## config.mk

```make
export PLATFORM = sky130hd
export DESIGN_NAME = branch_resolver
export DESIGN_NICKNAME = d
export VERILOG_FILES = /design/src/rtl/branch_resolver.sv
export SDC_FILE = /design/constraint.sdc
export NUM_CORES = 1
export LEC_CHECK = 0
export ABC_AREA = 1
export ABC_CLOCK_PERIOD_IN_PS = 3800
export CAP_MARGIN = 20
export CORE_AREA = 10 10 150 152
export CTS_CLUSTER_SIZE = 30
export DETAILED_ROUTE_END_ITERATION = 16
export DIE_AREA = 0 0 160 162
export DONT_BUFFER_PORTS = 1
export PLACE_DENSITY_LB_ADDON = 0.1
export SKIP_LAST_GASP = 1
export SYNTH_ARGS = -nofsm -noshare
export SYNTH_HDL_FRONTEND = slang
export SYNTH_SLANG_ARGS = --single-unit
```

## constraint.sdc

```tcl
create_clock -name clk -period 3.8 [get_ports clk]
set_input_delay 0.38 -clock clk [delete_from_list [all_inputs] [get_ports clk]]
set_output_delay 0.38 -clock clk [all_outputs]
set_load 0.005 [all_outputs]
```

## src/rtl/branch_resolver.sv

```systemverilog
module branch_resolver #(
  parameter int DATA_W = 32,
  parameter int ADDR_W = 32,
  parameter int DISP_W = 10,
  parameter int CODE_W = 4,
  parameter int INSN_W = DISP_W + CODE_W,
  parameter int N_CODES = 10
) (
  input  logic              clk,
  input  logic              rst_n,
  input  logic              cmp_valid,
  input  logic [DATA_W-1:0] cmp_a,
  input  logic [DATA_W-1:0] cmp_b,
  input  logic              br_valid,
  input  logic [ADDR_W-1:0] br_pc,
  input  logic [INSN_W-1:0] br_insn,
  output logic              res_valid,
  output logic              res_taken,
  output logic              res_illegal,
  output logic [ADDR_W-1:0] res_next_pc
);

  localparam logic [ADDR_W-1:0] INSN_BYTES = ADDR_W'(2);

  logic [DATA_W-1:0] opa_q, opb_q;
  logic [CODE_W-1:0] code;
  logic [DISP_W-1:0] disp;
  logic [ADDR_W-1:0] seq_pc, jump_pc, disp_bytes;
  logic              eq, lt_s, lt_u, bad_code, cond_true;

  assign code = br_insn[DISP_W +: CODE_W];
  assign disp = br_insn[DISP_W-1:0];

  always_ff @(posedge clk) begin
    if (!rst_n) begin
      opa_q <= '0;
      opb_q <= '0;
    end else if (cmp_valid) begin
      opa_q <= cmp_a;
      opb_q <= cmp_b;
    end
  end

  assign eq   = (opa_q == opb_q);
  assign lt_s = ($signed(opa_q) < $signed(opb_q));
  assign lt_u = (opa_q < opb_q);
  assign bad_code = (code >= CODE_W'(N_CODES));

  always_comb begin
    unique case (code)
      4'd0:    cond_true = eq;
      4'd1:    cond_true = !eq;
      4'd2:    cond_true = lt_s;
      4'd3:    cond_true = !lt_s && !eq;
      4'd4:    cond_true = lt_u;
      4'd5:    cond_true = !lt_u && !eq;
      4'd6:    cond_true = !lt_s;
      4'd7:    cond_true = lt_s || eq;
      4'd8:    cond_true = !lt_u;
      4'd9:    cond_true = lt_u || eq;
      default: cond_true = 1'b0;
    endcase
  end

  assign disp_bytes = {{(ADDR_W-DISP_W-1){disp[DISP_W-1]}}, disp, 1'b0};
  assign seq_pc     = br_pc + INSN_BYTES;
  assign jump_pc    = seq_pc + disp_bytes;

  always_ff @(posedge clk) begin
    if (!rst_n) begin
      res_valid   <= 1'b0;
      res_taken   <= 1'b0;
      res_illegal <= 1'b0;
      res_next_pc <= '0;
    end else begin
      res_valid   <= br_valid;
      res_taken   <= br_valid && !bad_code && cond_true;
      res_illegal <= br_valid && bad_code;
      if (br_valid)
        res_next_pc <= bad_code ? br_pc : (cond_true ? jump_pc : seq_pc);
    end
  end


  latch_load_chk: assert property (@(posedge clk) disable iff (!rst_n)
    cmp_valid |=> (opa_q == $past(cmp_a)) && (opb_q == $past(cmp_b)));


  latch_hold_chk: assert property (@(posedge clk) disable iff (!rst_n)
    !cmp_valid |=> $stable(opa_q) && $stable(opb_q));


  eq_code_chk: assert property (@(posedge clk) disable iff (!rst_n)
    (br_valid && code == 4'd0) |=> res_taken == ($past(opa_q) == $past(opb_q)));


  signed_lt_chk: assert property (@(posedge clk) disable iff (!rst_n)
    (br_valid && code == 4'd2) |=> res_taken == ($signed($past(opa_q)) < $signed($past(opb_q))));


  unsigned_ge_chk: assert property (@(posedge clk) disable iff (!rst_n)
    (br_valid && code == 4'd8) |=> res_taken == ($past(opa_q) >= $past(opb_q)));


  illegal_code_chk: assert property (@(posedge clk) disable iff (!rst_n)
    (br_valid && br_insn[INSN_W-1 -: CODE_W] > 4'd9) |=>
      res_illegal && !res_taken && (res_next_pc == $past(br_pc)));


  fallthrough_pc_chk: assert property (@(posedge clk) disable iff (!rst_n)
    (res_valid && !res_taken && !res_illegal) |-> res_next_pc == $past(br_pc) + INSN_BYTES);


  result_strobe_chk: assert property (@(posedge clk) disable iff (!rst_n)
    br_valid |=> res_valid);


  quiet_flags_chk: assert property (@(posedge clk) disable iff (!rst_n)
    !res_valid |-> !res_taken && !res_illegal);

endmodule

```

Word level (Yosys, flattened, before mapping):

Index checks and enable logic that the tools add are counted.

* $add $sub $neg: 2
* magnitude comparators: 3
* eq/ne operators: 10
* multiplexer cells: 3
* reduce and logical (&&, ||, !) cells: 12

Operator list (count)
* $lt A32 B32 Y1: 2
* $mux W32: 2
* $add A32 B2 Y32 const B: 1
* $add A32 B32 Y32: 1
* $eq A32 B32 Y1: 1
* $eq A4 B3 Y1 const B: 4
* $pmux W1 S10: 1
* $eq A4 B2 Y1 const B: 2
* $eq A4 B4 Y1 const B: 2
* $logic_and A1 B1 Y1: 5
* $eq A4 B1 Y1 const B: 1
* $ge A4 B4 Y1 const B: 1
* $logic_not A1 Y1: 4
* $logic_not A4 Y1: 1
* $logic_or A1 B1 Y1: 2

* bits in registers: 99
* input bits: 114
* output and inout bits: 35
* logic and storage cells: 36

Depth between registers and ports, before layout:

Gate-level depths: netlist (run 1).

* depth after elaboration: 6
* depth in mapped cells: 26
* gate-level depth less buffers: 26

Least setup slack after synthesis (run 1):

No wires, ideal clock.

* path type: input port to flip-flop
* from: input br_pc[1]
* to: register res_next_pc[31]
* library setup time: 0.070 ns
* arrival: 3.058 ns
* data required time: 3.730 ns
* path slack: 0.671 ns
* stages on the path: 25
* path buffers: 0
* path through: ha_1 -> nand2_1 -> nor2_1 -> nand4_1 -> nor2_4 -> nand3_2 -> nor3_4 -> nand2_1 -> inv_1 -> nand3_1 -> nand2_1 -> inv_1 -> ha_1 -> nand2_1 -> nor3_1 -> nand4_1 -> nor4_1 -> a21oi_1 -> inv_1 -> nand2_1 -> nand2_1 -> inv_1 -> nand2_1 -> nand3_1 -> a21oi_1

* cells in the longest elaborated chain, start to end: 4

RTL lines
* from (decl): RTL line 15 `input logic [ADDR_W-1:0] br_pc,`
* $add A32 B2 Y32 (*): RTL line 66 `assign seq_pc = br_pc + INSN_BYTES;`
* $add A32 B32 Y32: RTL line 67 `assign jump_pc = seq_pc + disp_bytes;`
* $mux W32 (*) (2 in series): RTL line 80 `res_next_pc <= bad_code ? br_pc : (cond_true ? jump_pc : seq_pc);`
* to (signal assigned): RTL line 80
* to (decl): RTL line 20 `output logic [ADDR_W-1:0] res_next_pc`

Mark *: on every way between the ends. The rest lies on a longest branch, timed or not.
A chain may end at the register's enable or synchronous reset.

Final worst setup path (run 1):

* from: input br_pc[1]
* to: register res_next_pc[26]

Same word-level chain as after synthesis.

==> flow_summary.rst, run 1 <==
.. list-table::
   :header-rows: 1

   * - Metric
     - Value
   * - Result of the run
     - complete, no violations
   * - Netlist Area Pre-Place
     - 7650 um2
   * - Peak VDD IR
     - approximately 230 uV
   * - Relative slew slack
     - 37.7%
   * - Total power of the final layout
     - around 3.1 mW
   * - Class of the tightest hold or removal check
     - input port to register
   * - CP Data Required Time
     - 4.04 ns
   * - Most frequent CP cell
     - sky130_fd_sc_hd__nand2_1
   * - Number of CTS-inserted buffers
     - 9
   * - Synth top area cells
     - sky130_fd_sc_hd__dfxtp_1 (26%), sky130_fd_sc_hd__nand2_1 (11%), sky130_fd_sc_hd__ha_1 (10%)
   * - RSZ-0062 raised after global routing
     - false
   * - Transition time at the pin with the least slew margin
     - a little over 0.9 ns
   * - Syn_nets
     - 1,366
   * - Pwr/cell area
     - roughly 380 nW/um2
   * - Final Hold Vio Count
     - 0
   * - Final Max Tran Viols
     - 0
   * - Cell at the root of the clock tree
     - sky130_fd_sc_hd__clkbuf_16
   * - Port buffer count
     - 0
   * - Share of cells above drive strength 1
     - 4.51%
   * - Residual overflow from global routing
     - 0
   * - Final antenna-violating net count
     - 0
   * - Overall Global Routing Usage
     - between 10% and 20%
   * - Total placed instance area
     - 7910 um2
   * - Arrival time at the worst endpoint
     - between 3 and 4 ns
   * - Maximum buffer depth of the clock tree
     - 2
   * - Detailed-route DRC error count
     - 0
   * - Sort of element at the start of the critical path
     - input port
   * - Vertical die dimension
     - approximately 160 um
   * - Leakage
     - about 3.9 nW
   * - Final Net Count
     - between 1,000 and 1,500
   * - Class of the most critical setup path
     - input port to register
   * - H-tree levels
     - 3
   * - Worst-path cell chain
     - ha_1 > nand2_1 > nor2_1 > nand4_1 > nor2_4 > nand3_2 > nor3_4 > xor2_1 > inv_1 > ha_1 > nand2_1 > nor3_1 > o21ai_0 > nand3_1 > nand2_1 > nand2_1 > xnor2_1 > nand2_1 > nand3_1 > a21oi_1
   * - Cell with the largest stage delay on the worst path
     - sky130_fd_sc_hd__nor3_1
   * - Half-perimeter wire length of the detailed placement result
     - 19,400 um
   * - Endpoint class of the critical path
     - register
   * - Global-route wire length before repair
     - between 30,000 and 40,000 um
   * - Detail-routed net length per standard cell
     - approximately 17 um
   * - Site row count
     - around 50
   * - Layout overhead on the synthesized area
     - 8.13%
   * - CTS tree
     - built
   * - Yosys synthesis warning count
     - 0
   * - Number of enable-type register cells in the synthesized netlist
     - 0
   * - Area of the core
     - approximately 19,000 um2
   * - Number of antenna violations at the first check in global routing
     - 0
   * - Setup bufs post-CTS
     - 0
   * - Achievable Freq
     - about 0.29 GHz
   * - Count of pins on the block boundary
     - 149
   * - Number of violations of the max-capacitance limit
     - 0
   * - Clk sinks
     - roughly 100
   * - Largest area contributor in the synthesized netlist
     - sky130_fd_sc_hd__dfxtp_1
   * - Full die area
     - around 26,000 um2
   * - Syn_area_per_cell
     - ~6.4 um2
   * - Proportion of register bits with asynchronous set or reset after synthesis
     - 0%
   * - Starting density of the core
     - between 30% and 40%
   * - Vias
     - 7,464
   * - Post-route cell area
     - just over 8000 um2
   * - Latest clock arrival within the worst-skew pair
     - approximately 0.35 ns
   * - Flops & latches, synth
     - a little under 100
   * - Most common flop cell mapped by yosys
     - sky130_fd_sc_hd__dfxtp_1
   * - Pre-antenna DRT Iters
     - 5
   * - Final Routed Wirelength
     - 25,200 um
   * - Netlist cell types
     - 37
   * - Detailed-route vias per instance
     - about 5.2
   * - Layout Skew
     - 0.0140 ns
   * - Routability congestion estimate from global placement
     - approximately 0.89
   * - Number of endpoints failing setup at the final stage
     - 0
   * - Clock transition at the registers of the reported paths
     - 0.08 ns
   * - Dpl cells
     - approximately 1,400
   * - Post-synthesis sequential area ratio
     - about 26%
   * - Largest fanout of any net on the critical path
     - 5
   * - Number of standard cells in the layout, taps in and fillers out
     - around 1,400
   * - Horizontal die dimension
     - around 160 um
   * - Via count of the first global-routing pass
     - ~7,300
   * - Iteration-0 DRC count of the detailed router
     - around 570
   * - Period utilisation layout
     - roughly nine tenths
   * - Maximum number of pins on one net before global-route repair
     - 68
   * - Worst path max stage delay
     - 0.48 ns
   * - Min Tclk post-route
     - between 3 and 4 ns
   * - Top cell type's share of synthesized area
     - approximately a quarter
   * - Number of standard cells after synthesis
     - about 1,200
## state kept, by name, summed over array words and instances (netlist names)
signal       count
res_next_pc     32
res_valid        1
opb_q           32
res_illegal      1
opa_q           32
res_taken        1
## cell type report
type	instances	area, um2
fill	2145	11100
multi-input combinational	858	4780
sequential	99	1980
inverter	186	698
tap	265	332
clock buffer	9	225
timing repair buffer	17	128
clock inverter	7	118
antenna	1	2.50
## critical path, delay by kind of cell
family                   cells  cell delay [ns]
AND/OR/NAND/NOR             13             2.14
adder cells (fa/ha/maj)      2             0.48
XOR/XNOR                     2             0.37
AO/OA/AOI/OAI                2             0.25
buffers and inverters        1             0.07
## routing by layer
layer	part of all wire, %	GRT usage, %	vias up
met1	45	23.7	3348
li1	-	-	3870
met2	46	31.3	217
met3	6.5	3.92	29
met5	0	0	-
met4	2.4	5.84	0
## power by group
group	total, mW	internal (mW)	switching (mW)
Clock	1.06	0.598	0.466
Sequential	1.18	1.13	0.0597
Combinational	0.900	0.317	0.583
## kinds of logic after synthesis
group           share of synthesized area [%]
compound gates                           17.2
xor+xnor                                 5.79
fa+ha+maj                                10.6
buf+inv                                  11.8
flops                                    25.9
simple gates                             28.7
## repair_timing
item	in CTS	in global routing
gates resized for setup	0	2
endpoints found under the setup margin	0	1
hold buffers	0	0
## cell usage after synthesis (all sizes together) (2+ instances only)
library cell / count
a31oi: 2
nor3: 18
a21o: 3
xnor2: 12
o21ai: 114
buf: 13
clkbuf: 32
ha: 63
nor4: 6
nor2: 126
dfxtp: 99
a21oi: 114
o221ai: 2
nand2: 220
o21a: 4
nand3: 72
xor2: 36
a21boi: 2
nand4: 53
o21bai: 6
inv: 185
## cells in the final DEF (no fill, tap or decap), types with 9 or more instances in the layout
cell type / netlist / layout
sky130_fd_sc_hd__a21oi_1: 113 / 113
sky130_fd_sc_hd__buf_4: 0 / 17
sky130_fd_sc_hd__clkbuf_16: 0 / 9
sky130_fd_sc_hd__dfxtp_1: 99 / 99
sky130_fd_sc_hd__ha_1: 63 / 63
sky130_fd_sc_hd__inv_1: 185 / 184
sky130_fd_sc_hd__nand2_1: 218 / 218
sky130_fd_sc_hd__nand3_1: 68 / 68
sky130_fd_sc_hd__nand4_1: 53 / 53
sky130_fd_sc_hd__nor2_1: 122 / 121
sky130_fd_sc_hd__nor3_1: 14 / 14
sky130_fd_sc_hd__o21ai_0: 113 / 113
sky130_fd_sc_hd__xnor2_1: 12 / 12
sky130_fd_sc_hd__xor2_1: 36 / 35
## stage by stage
stage / utilization, % / worst slack (ns) / TNS (ns) / hold slack, ns
after floorplan: - / 0.671 / 0 / 0.437
after global placement: 40.8 / -0.0956 / -0.166 / 0.446
after detailed placement: 40.8 / -0.0566 / -0.0736 / 0.453
after CTS: 42.5 / 0.306 / 0 / 0.135
after global routing: 42.6 / 0.0527 / 0 / 0.146
final: 42.6 / 0.323 / 0 / 0.158
## worst paths after layout
| check | from | to | slack (ns) | cells past startpoint |
|---|---|---|---|---|
| max | br_pc[1] | res_next_pc[26] | 0.32 | 20 |
| max reg2reg | opb_q[31] | res_next_pc[5] | 1.03 | 15 |
| min reg2reg | opb_q[24] | opb_q[24] | 0.46 | 2 |
| min | br_valid | res_valid | 0.16 | 2 |
No activity file was read; power rests on OpenSTA's default activity.
==> run 2: changes to the inputs <==
--- a/config.mk
+++ b/config.mk
@@ -6,14 +6,12 @@
 export NUM_CORES = 1
 export LEC_CHECK = 0
 export ABC_AREA = 1
-export ABC_CLOCK_PERIOD_IN_PS = 3800
 export CAP_MARGIN = 20
 export CORE_AREA = 10 10 150 152
 export CTS_CLUSTER_SIZE = 30
 export DETAILED_ROUTE_END_ITERATION = 16
 export DIE_AREA = 0 0 160 162
 export DONT_BUFFER_PORTS = 1
-export PLACE_DENSITY_LB_ADDON = 0.1
 export SKIP_LAST_GASP = 1
 export SYNTH_ARGS = -nofsm -noshare
 export SYNTH_HDL_FRONTEND = slang
==> flow_summary.rst, run 2 (same netlist as run 1, synthesis figures left out) <==
.. list-table::
   :header-rows: 1

   * - Metric
     - Value
   * - Result of the run
     - complete, no violations
   * - Critical register-to-register path startpoint
     - opb_q[7]
   * - Final Net Count
     - between 1,000 and 1,500
   * - Number of CTS-inserted buffers
     - 9
   * - Setup bufs post-CTS
     - 0
   * - Overall Global Routing Usage
     - 18.5%
   * - Vias
     - roughly 7,600
   * - Number of endpoints failing setup at the final stage
     - 0
   * - Final Hold Vio Count
     - 0
   * - Total of fill cells in the finished design
     - roughly 2,200
   * - Number of violations of the max-capacitance limit
     - 0
   * - Half-perimeter wire length of the detailed placement result
     - ~19,000 um
   * - Endpoint class of the critical path
     - register
   * - Site row count
     - 51
   * - Sum of routed wire segments on met1
     - about 11,000 um
   * - CP Data Required Time
     - 4.09 ns
   * - Final Routed Wirelength
     - ~25,000 um
   * - Number of antenna violations at the first check in global routing
     - 0
   * - Sort of element at the start of the critical path
     - input port
   * - Uppermost layer routed
     - met4
   * - Most common library cell in the layout ignoring fill and taps
     - sky130_fd_sc_hd__nand2_1
   * - Accumulated negative setup slack
     - 0 ns
   * - Global-route wire length before repair
     - just under 40,000 um
   * - Regs by FF count
     - opa_q x32, opb_q x32, res_next_pc x32
   * - Worst path max stage delay
     - 0.41 ns
   * - Cell at the root of the clock tree
     - sky130_fd_sc_hd__clkbuf_16
   * - Achievable Freq
     - between 0.3 and 0.4 GHz
   * - Vertical die dimension
     - approximately 160 um
   * - Wire length on met3
     - roughly 1800 um
   * - Class of the most critical setup path
     - input port to register
   * - Port buffer count
     - 0
   * - Detail-routed net length per standard cell
     - ~17 um
   * - CTS tree
     - built
   * - Layout overhead on the synthesized area
     - 8.05%
   * - Largest fanout of any net on the critical path
     - 6
   * - Via count of the first global-routing pass
     - approximately 7,200
   * - Count of antenna diodes in the layout
     - 0
   * - Detailed-route vias per instance
     - about 5.2
   * - Transition time at the pin with the least slew margin
     - roughly 0.94 ns
   * - Leakage
     - approximately 3.9 nW
   * - Most frequent cells in the layout
     - sky130_fd_sc_hd__nand2_1 (218), sky130_fd_sc_hd__inv_1 (184), sky130_fd_sc_hd__nor2_1 (121)
   * - Class of the tightest hold or removal check
     - input port to register
   * - Final antenna-violating net count
     - 0
   * - Period utilisation layout
     - between 80% and 90%
   * - Horizontal die dimension
     - roughly 160 um
   * - Count of pins on the block boundary
     - between 100 and 150
   * - Critical path buffer and inverter count
     - 4
   * - Final Max Tran Viols
     - 0
   * - Peak VDD IR
     - between 200 and 250 uV
   * - Detailed-route DRC error count
     - 0
   * - Pwr/cell area
     - ~370 nW/um2
   * - Arrival time at the worst endpoint
     - approximately 3.6 ns
   * - Layout Skew
     - ~0.012 ns
   * - Hold-critical path depth
     - 2
   * - Share of cells above drive strength 1
     - 4.82%
   * - Worst-path cell chain
     - ha_1 > nand2_1 > nor2_1 > nand4_1 > nor2_4 > nand3_2 > nor3_4 > nand2_1 > inv_1 > nand3_1 > nand2_1 > inv_1 > ha_1 > nand2_1 > nor3_1 > inv_1 > o221a_2 > nand2_1 > nand2_1 > nand2_1 > inv_1 > nand2_1 > nand3_1 > a21oi_1
   * - End point of the worst hold path
     - res_valid
   * - Full die area
     - about 26,000 um2
   * - RSZ-0062 raised after global routing
     - false
   * - Maximum buffer depth of the clock tree
     - 2
   * - Worst R2R Path Depth
     - 16
   * - Clk sinks
     - 99
   * - Area of the core
     - between 15,000 and 20,000 um2
   * - Most frequent CP cell
     - sky130_fd_sc_hd__nand2_1
   * - Clock transition at the registers of the reported paths
     - roughly 0.07 ns
   * - Cell with the largest stage delay on the worst path
     - sky130_fd_sc_hd__ha_1
   * - Min Tclk post-route
     - 3.28 ns
   * - Gate family responsible for the most delay along the worst path
     - simple AND/OR/NAND/NOR gates
   * - Reg2Reg Setup Slack
     - a little over 1 ns
   * - Maximum number of pins on one net before global-route repair
     - 68
   * - Met2 Routed Length
     - ~12,000 um
   * - Iteration-0 DRC count of the detailed router
     - 607
   * - Residual overflow from global routing
     - 0
   * - Latest clock arrival within the worst-skew pair
     - around 0.36 ns
   * - Endpoint of the lowest-slack register-to-register path
     - res_next_pc[20]
   * - Total power of the final layout
     - between 3 and 4 mW
   * - Launch instance of the worst min-delay path
     - br_valid
   * - Starting density of the core
     - slightly below 40%
   * - H-tree levels
     - 3
   * - Relative slew slack
     - a little under two fifths
   * - Pre-antenna DRT Iters
     - 5
   * - Routability congestion estimate from global placement
     - between 0.9 and 1
-- run 2: worst max-delay path by stage --
stage / cells past startpoint / to / slack (ns) / from
floorplan: 25 / res_next_pc[31] / 0.67 / br_pc[1]
global placement: 24 / res_next_pc[30] / 0.16 / br_pc[1]
detailed placement: 22 / res_next_pc[29] / 0.15 / br_pc[1]
CTS: 22 / res_next_pc[29] / 0.51 / br_pc[1]
global route: 22 / res_next_pc[29] / 0.04 / br_pc[1]
finish: 24 / res_next_pc[30] / 0.52 / br_pc[1]
-- run 2: area by class of cell --
cell class / instances / area, um2 / share of cell area, %
multi-input combinational: 858 / 4770 / 57.7
sequential: 99 / 1980 / 24.0
inverter: 186 / 698 / 8.45
tap: 265 / 332 / 4.01
clock buffer: 9 / 225 / 2.73
timing repair buffer: 23 / 173 / 2.09
clock inverter: 7 / 82.6 / 1.00
-- run 2: metal layers --
layer | GRT usage (%) | vias to the layer above
met5 | 0 | -
met4 | 6.47 | 0
met3 | 4.73 | 35
met2 | 31.7 | 237
met1 | 22.0 | 3421
li1 | - | 3876
-- run 2: what timing repair did --
action	4_1_cts	5_1_grt
hold buffers	0	0
endpoints found under the setup margin	0	1
resized for setup	0	1
-- run 2: per-stage QoR --
step / std cells / hold WS [ns] / cell area, um2 / setup WS (ns) / utilization [%]
5_1_grt: 1447 / 0.138 / 8260 / 0.0417 / 42.6
2_1_floorplan: 1188 / 0.437 / 7650 / 0.671 / -
6_report: 1447 / 0.146 / 8260 / 0.519 / 42.6
3_3_place_gp: 1431 / 0.448 / 7950 / 0.163 / 41.0
4_1_cts: 1447 / 0.133 / 8260 / 0.513 / 42.6
3_5_place_dp: 1431 / 0.451 / 7950 / 0.153 / 41.0
-- run 2: power breakdown --
| part | leakage (nW) | switching, mW | internal [mW] |
|---|---|---|---|
| logic | 2.90 | 0.581 | 0.322 |
| registers | 0.821 | 0.0571 | 1.13 |
| clock network | 0.150 | 0.470 | 0.525 |
| total | 3.87 | 1.11 | 1.97 |
